===== src/rtl/vtd_pkg.sv =====
package vtd_pkg;

  typedef struct packed {
    logic line_start;   // hsync falling edge seen at this clock edge
    logic frame_start;  // vsync falling edge seen at this clock edge
  } vtd_evt_t;

  // width of a counter that holds values 0..n-1, at least one bit
  function automatic int cbits(input int n);
    return (n > 1) ? $clog2(n) : 1;
  endfunction

endpackage


===== src/rtl/vtd_rst_sync.sv =====
module vtd_rst_sync (
  input  logic clk,
  input  logic rst_n,
  output logic rst_sync_n
);
  logic stage_q;

  always_ff @(posedge clk or negedge rst_n) begin
    if (!rst_n) begin
      stage_q    <= 1'b0;
      rst_sync_n <= 1'b0;
    end else begin
      stage_q    <= 1'b1;
      rst_sync_n <= stage_q;
    end
  end
endmodule


===== src/rtl/vtd_fall_det.sv =====
module vtd_fall_det #(
  parameter int N = 2
) (
  input  logic         clk,
  input  logic         rst_n,
  input  logic [N-1:0] sig_i,
  output logic [N-1:0] fall_o
);
  logic [N-1:0] sig_q;

  for (genvar gi = 0; gi < N; gi++) begin : g_bit
    always_ff @(posedge clk or negedge rst_n) begin
      if (!rst_n) sig_q[gi] <= 1'b0;
      else        sig_q[gi] <= sig_i[gi];
    end
    assign fall_o[gi] = sig_q[gi] & ~sig_i[gi];
  end
endmodule


===== src/rtl/vtd_win_count.sv =====
// Saturating position counter with a window decode on its next value.
module vtd_win_count #(
  parameter int CW          = 6,
  parameter int LO          = 5,
  parameter int SPAN        = 8,
  parameter int OW          = 3,
  parameter int RESTART_VAL = 1,
  parameter bit RST_TO_MAX  = 1'b1
) (
  input  logic          clk,
  input  logic          rst_n,
  input  logic          restart_i,
  input  logic          step_i,
  output logic          in_win_o,
  output logic [OW-1:0] offs_o
);
  localparam logic [CW-1:0] MAX_C     = '1;
  localparam logic [CW-1:0] RST_C     = RST_TO_MAX ? MAX_C : '0;
  localparam logic [CW-1:0] RESTART_C = CW'(RESTART_VAL);
  localparam logic [CW-1:0] LO_C      = CW'(LO);
  localparam logic [CW-1:0] HI_C      = CW'(LO + SPAN - 1);

  logic [CW-1:0] cnt_q, cnt_d;

  always_comb begin
    if (restart_i)                      cnt_d = RESTART_C;
    else if (step_i && cnt_q != MAX_C)  cnt_d = cnt_q + CW'(1);
    else                                cnt_d = cnt_q;
  end

  always_ff @(posedge clk or negedge rst_n) begin
    if (!rst_n) cnt_q <= RST_C;
    else        cnt_q <= cnt_d;
  end

  assign in_win_o = (cnt_d >= LO_C) && (cnt_d <= HI_C);
  assign offs_o   = OW'(cnt_d - LO_C);
endmodule


===== src/rtl/vtd_sync_decoder.sv =====
module vtd_sync_decoder
  import vtd_pkg::*;
#(
  parameter int WIDTH       = 8,
  parameter int HEIGHT      = 4,
  parameter int H_BP        = 4,
  parameter int V_BP        = 2,
  parameter int WIDTH_BITS  = 6,
  parameter int HEIGHT_BITS = 4,
  parameter int DATA_DELAY  = 0
) (
  input  logic                              clk,
  input  logic                              rst_n,
  input  logic                              hsync_i,
  input  logic                              vsync_i,
  output logic [cbits(WIDTH)-1:0]           pix_x,
  output logic [cbits(HEIGHT)-1:0]          pix_y,
  output logic [cbits(WIDTH*HEIGHT)-1:0]    pix_index,
  output logic                              pix_valid
);
  localparam int X_W  = cbits(WIDTH);
  localparam int Y_W  = cbits(HEIGHT);
  localparam int P_W  = cbits(WIDTH * HEIGHT);
  localparam int H_LO = H_BP + 1 - DATA_DELAY;
  localparam int V_LO = V_BP + 1;
  localparam logic [X_W-1:0] X_LAST = X_W'(WIDTH - 1);
  localparam logic [Y_W-1:0] Y_LAST = Y_W'(HEIGHT - 1);

  logic           rst_sync_n;
  logic [1:0]     fall;
  vtd_evt_t       evt;
  logic           h_in, v_in, valid_d;
  logic [X_W-1:0] x_d;
  logic [Y_W-1:0] y_d;
  logic [P_W-1:0] pix_cnt_q, pix_cnt_d;

  vtd_rst_sync u_rst (.clk(clk), .rst_n(rst_n), .rst_sync_n(rst_sync_n));

  vtd_fall_det #(.N(2)) u_edge (
    .clk(clk), .rst_n(rst_sync_n), .sig_i({vsync_i, hsync_i}), .fall_o(fall)
  );

  assign evt.line_start  = fall[0];
  assign evt.frame_start = fall[1];

  // horizontal position: 1 in the period after the hsync falling edge
  vtd_win_count #(
    .CW(WIDTH_BITS), .LO(H_LO), .SPAN(WIDTH), .OW(X_W),
    .RESTART_VAL(1), .RST_TO_MAX(1'b1)
  ) u_hpos (
    .clk(clk), .rst_n(rst_sync_n), .restart_i(evt.line_start), .step_i(1'b1),
    .in_win_o(h_in), .offs_o(x_d)
  );

  // line number: hsync falling edges since the last vsync falling edge
  vtd_win_count #(
    .CW(HEIGHT_BITS), .LO(V_LO), .SPAN(HEIGHT), .OW(Y_W),
    .RESTART_VAL(0), .RST_TO_MAX(1'b0)
  ) u_line (
    .clk(clk), .rst_n(rst_sync_n), .restart_i(evt.frame_start),
    .step_i(evt.line_start), .in_win_o(v_in), .offs_o(y_d)
  );

  always_comb begin
    valid_d = h_in & v_in;
    if (evt.frame_start) pix_cnt_d = '0;
    else if (valid_d)    pix_cnt_d = pix_cnt_q + P_W'(1);
    else                 pix_cnt_d = pix_cnt_q;
  end

  always_ff @(posedge clk or negedge rst_sync_n) begin
    if (!rst_sync_n) begin
      pix_cnt_q <= '0;
      pix_valid <= 1'b0;
      pix_x     <= '0;
      pix_y     <= '0;
      pix_index <= '0;
    end else begin
      pix_cnt_q <= pix_cnt_d;
      pix_valid <= valid_d;
      if (valid_d) begin
        pix_x     <= x_d;
        pix_y     <= y_d;
        pix_index <= pix_cnt_q;
      end
    end
  end


  x_range_chk: assert property (@(posedge clk) disable iff (!rst_sync_n)
    pix_valid |-> pix_x <= X_LAST);


  y_range_chk: assert property (@(posedge clk) disable iff (!rst_sync_n)
    pix_valid |-> pix_y <= Y_LAST);


  line_start_x_chk: assert property (@(posedge clk) disable iff (!rst_sync_n)
    $rose(pix_valid) |-> pix_x == '0);


  x_step_chk: assert property (@(posedge clk) disable iff (!rst_sync_n)
    (pix_valid && $past(pix_valid)) |-> pix_x == $past(pix_x) + X_W'(1));


  index_step_chk: assert property (@(posedge clk) disable iff (!rst_sync_n)
    (pix_valid && $past(pix_valid)) |-> pix_index == $past(pix_index) + P_W'(1));


  hold_chk: assert property (@(posedge clk) disable iff (!rst_sync_n)
    !pix_valid |-> ($stable(pix_x) && $stable(pix_y) && $stable(pix_index)));


  frame_gap_chk: assert property (@(posedge clk) disable iff (!rst_sync_n)
    evt.frame_start |=> !pix_valid);
endmodule


===== config.mk =====
export PLATFORM = sky130hd
export DESIGN_NAME = vtd_sync_decoder
export DESIGN_NICKNAME = d
export VERILOG_FILES = /design/src/rtl/vtd_pkg.sv /design/src/rtl/vtd_rst_sync.sv /design/src/rtl/vtd_fall_det.sv /design/src/rtl/vtd_win_count.sv /design/src/rtl/vtd_sync_decoder.sv
export SDC_FILE = /design/constraint.sdc
export NUM_CORES = 1
export LEC_CHECK = 0
export BUFFER_PORTS_ARGS = -buffer_cell sky130_fd_sc_hd__buf_2
export CORE_UTILIZATION = 55
export CTS_CLUSTER_SIZE = 30
export DETAILED_ROUTE_END_ITERATION = 16
export PLACE_DENSITY = 0.76
export SYNTH_ARGS = -nofsm -noshare
export SYNTH_HDL_FRONTEND = slang
export SYNTH_SLANG_ARGS = --single-unit
export TNS_END_PERCENT = 1

===== constraint.sdc =====
create_clock -name clk -period 2 [get_ports clk]
set_clock_uncertainty 0.15 [all_clocks]
set_input_delay 0.4 -clock clk [delete_from_list [all_inputs] [get_ports clk]]
set_output_delay 0.4 -clock clk [all_outputs]
set_load 0.03 [all_outputs]

==> results.toml <==
[place]
io_buffers = 14
dpl-instance-area_mm2 = 0.00186
dpl.hpwl_um = 2250
place.gp.congestion = 0.803
place.detailed.instances = 198

[yosys]
synth_top_family_by_area = "simple AND/OR/NAND/NOR gates"
ys_seq_area_share_pct = 50.8
netlist.area_leader.share_pct = 40.2
ys_warn_count = 0
synthXorXnorAreaFrac_pct = 3.52
synthMuxAreaShare_pct = 10.7
avgSynthCellArea_um2 = 11.7
synthesis.nets = 139
synthAdderAreaFrac_pct = 5.86
synth_cells = 128
synth-compound-area-share_pct = 10.3
syn_area_mm2 = 0.00149
synth.distinct_cells = 40
yosys.area_share.simple_pct = 14.3
yosys.area.top_type = "dfrtp_1"
synth-seq-cells = 30
yosys-top-cells-area = "dfrtp_1, dfstp_2, mux2_2, ha_1, mux2i_1"

[detailed_routing]
vias = 1120
ant_nets = 0
drc = 0
drt-initial-drc-count = 28
routedWlPerCell_um = 14.3
postRouteWirelength_um = 2970
vias_per_cell = 5.38
first_pass_iters = 4

[cts]
clk_pin_slew_ns = 0.10
cts_root_buf = "clkbuf_4"
cts_sinks = 30
clockBufferDepth = 2
cts_tree = "done"
cts_made_buffers = 5
htreeDepth = 2
clk_latency_ns = 0.32

[floorplanning]
ios = 15
dieArea_mm2 = 0.00293
num_rows = 18
start_util_pct = 59.2
core_area_mm2 = 0.00252
die_x_um = 54.1
die_h_um = 54.1

[grt]
grt_pass1_vias = 1119
grt_use_met1_pct = 29.9
grt_pass1_wl_um = 4820
track_usage_pct = 24.3
busiest_layer = "met2"
use_met3_pct = 5.08
grt_max_degree = 17
overflow = 0
antenna_found_initial = 0
grt_use_met2_pct = 40.5

[finish]
nNetsFinal = 188
regArea_um2 = 758
fin_cells = 208
fillCellCount = 162
area_delta_synth_final_pct = 31.2
diodes = 0
layout-drive-gt1-share_pct = 43.8
layout.cell_area.non_filler_mm2 = 0.00196
multi_input_area_um2 = 732

[pwr]
total_power_mw = 2.06
p_leak_nw = 0.979
ir_drop_uv = 940
cellPowerDensity_mw_per_mm2 = 1050

[sta]
hold_violations = 0
slew_headroom_pct = 60.3
finalSetupViolations = 16
rsz0062_at_grt = "true"
finalCritPeriodShare_pct = 153
setup_tns_ns = -15.58
tightest_slew_ns = 0.595
fmax_mhz = 327
finalMaxSlewViolations = 0
worst_slack_ns = -1.06
post-route-min-period_ns = 3.06

[critical_path]
crit_chain = "ha_4, inv_2, or2_4, mux2i_1, or2_4, ha_4, a22o_1, a41o_1, a2111oi_4, buf_12, mux2_2"
setup.worst_path.end_class = "flop"
crit_fanout = 16
crit_family = "compound AO/OA/AOI/OAI gates"
worst-setup-path-type = "flop to flop"
crit_required_ns = 2.06
cp.arrival_ns = 3.12
cp-start-kind = "flop"
critical-path-max-stage-delay_ns = 0.57
worst-path-buf-inv = 2
crit_slowest_cell = "dfstp_2"
regToRegSetupSlack_ns = -1.06

[status]
violations = "setup timing"
outcome = "complete, but fails checks"

[worst_hold_path]
hp-class = "input port to flop"

[run]
max_cap_violations = 0
[path summary, 6_finish.rpt]
path / from / endpoint / depth (start not counted)
max in group asynchronous: u_rst.rst_sync_n / u_hpos.cnt_q[3] / 1
min in group asynchronous: u_rst.rst_sync_n / pix_index[3] / 0
hold / removal: vsync_i / u_edge.sig_q[1] / 1
setup / recovery: u_hpos.cnt_q[1] / pix_x[0] / 11
hold reg to reg: u_rst.rst_sync_n / pix_index[3] / 0
setup reg to reg: u_hpos.cnt_q[1] / pix_x[0] / 11
[timing repair]
action	CTS	global route
hold endpoints to repair	2	0
endpoints found under the setup margin	16	16
buffers inserted	1	0
hold buffers	1	0
gates resized for setup	2	3
[metrics by stage]
step                utilization [%]  hold slack (ns)  worst slack, ns
floorplan                         -          -0.0456            -1.16
global placement               73.8           0.0354           -0.975
detailed placement             73.8           0.0390            -1.10
CTS                            77.1           0.0325            -1.08
global route                   77.7           0.0281            -1.15
finish                         77.7           0.0470            -1.06
[registers in the layout, summed over array words and instances, names as in the netlist]
name,count
u_line.cnt_q,4
pix_x,3
pix_y,2
pix_cnt_q,5
u_hpos.cnt_q,6
pix_index,5
u_rst.stage_q,1
pix_valid,1
u_rst.rst_sync_n,1
u_edge.sig_q,2
[logic make-up (layout without fill, tap and decap cells)]
logic type	Yosys count	count (layout)
adders and majority gates	7	7
AOI/OAI and AO/OA	19	19
buffers and inverters	12	62
xor gates and xnor gates	6	6
other	1	1
and+or+nand+nor	38	38
muxes	15	15
DFF	30	30
[cells in the final DEF (no fill, tap or decap), drive strengths merged, types with 4 or more instances in the layout]
cell    count
nand2       6
mux2i       7
dfstp       6
dfrtp      24
ha          7
nor3        4
clkbuf      6
nand2b      7
buf        45
nor2        5
inv         8
a21oi       4
mux2        8
[synthesized netlist by cell type (all sizes together)]
cell type,count
a2111oi,1
a211oi,2
a21o,1
a21oi,4
a22o,1
a31o,1
a31oi,3
a41o,1
a41oi,1
and2,1
and2b,1
and3,1
and4,1
buf,3
clkbuf,1
conb,1
dfrtp,24
dfstp,6
ha,7
inv,8
mux2,8
mux2i,7
nand2,6
nand2b,7
nand3,3
nand3b,1
nand4,3
nor2,5
nor2b,1
nor3,4
o21ai,2
o311a,1
o311ai,1
or2,3
or2b,1
xnor2,3
xor2,3
[final cells by class]
class                      count  share of cell area (%)
inverter                       8                    1.53
tap                           30                    1.92
clock inverter                 2                   0.639
clock buffer                   6                    2.62
timing repair buffer          46                    17.2
sequential                    30                    38.7
multi-input combinational     86                    37.4
[where the power goes]
group | total [mW] | internal, mW | switching (mW)
clock network | 0.379 | 0.169 | 0.210
logic | 0.855 | 0.403 | 0.452
registers | 0.828 | 0.744 | 0.0841
total | 2.06 | 1.32 | 0.747
[layer usage]
layer  vias to the layer above  wire (um)
li1                        547          -
met2                        19       1510
met1                       548       1310
met3                         6         89
met4                         0         51
met5                         -          0
No activity file was read; power rests on OpenSTA's default activity.
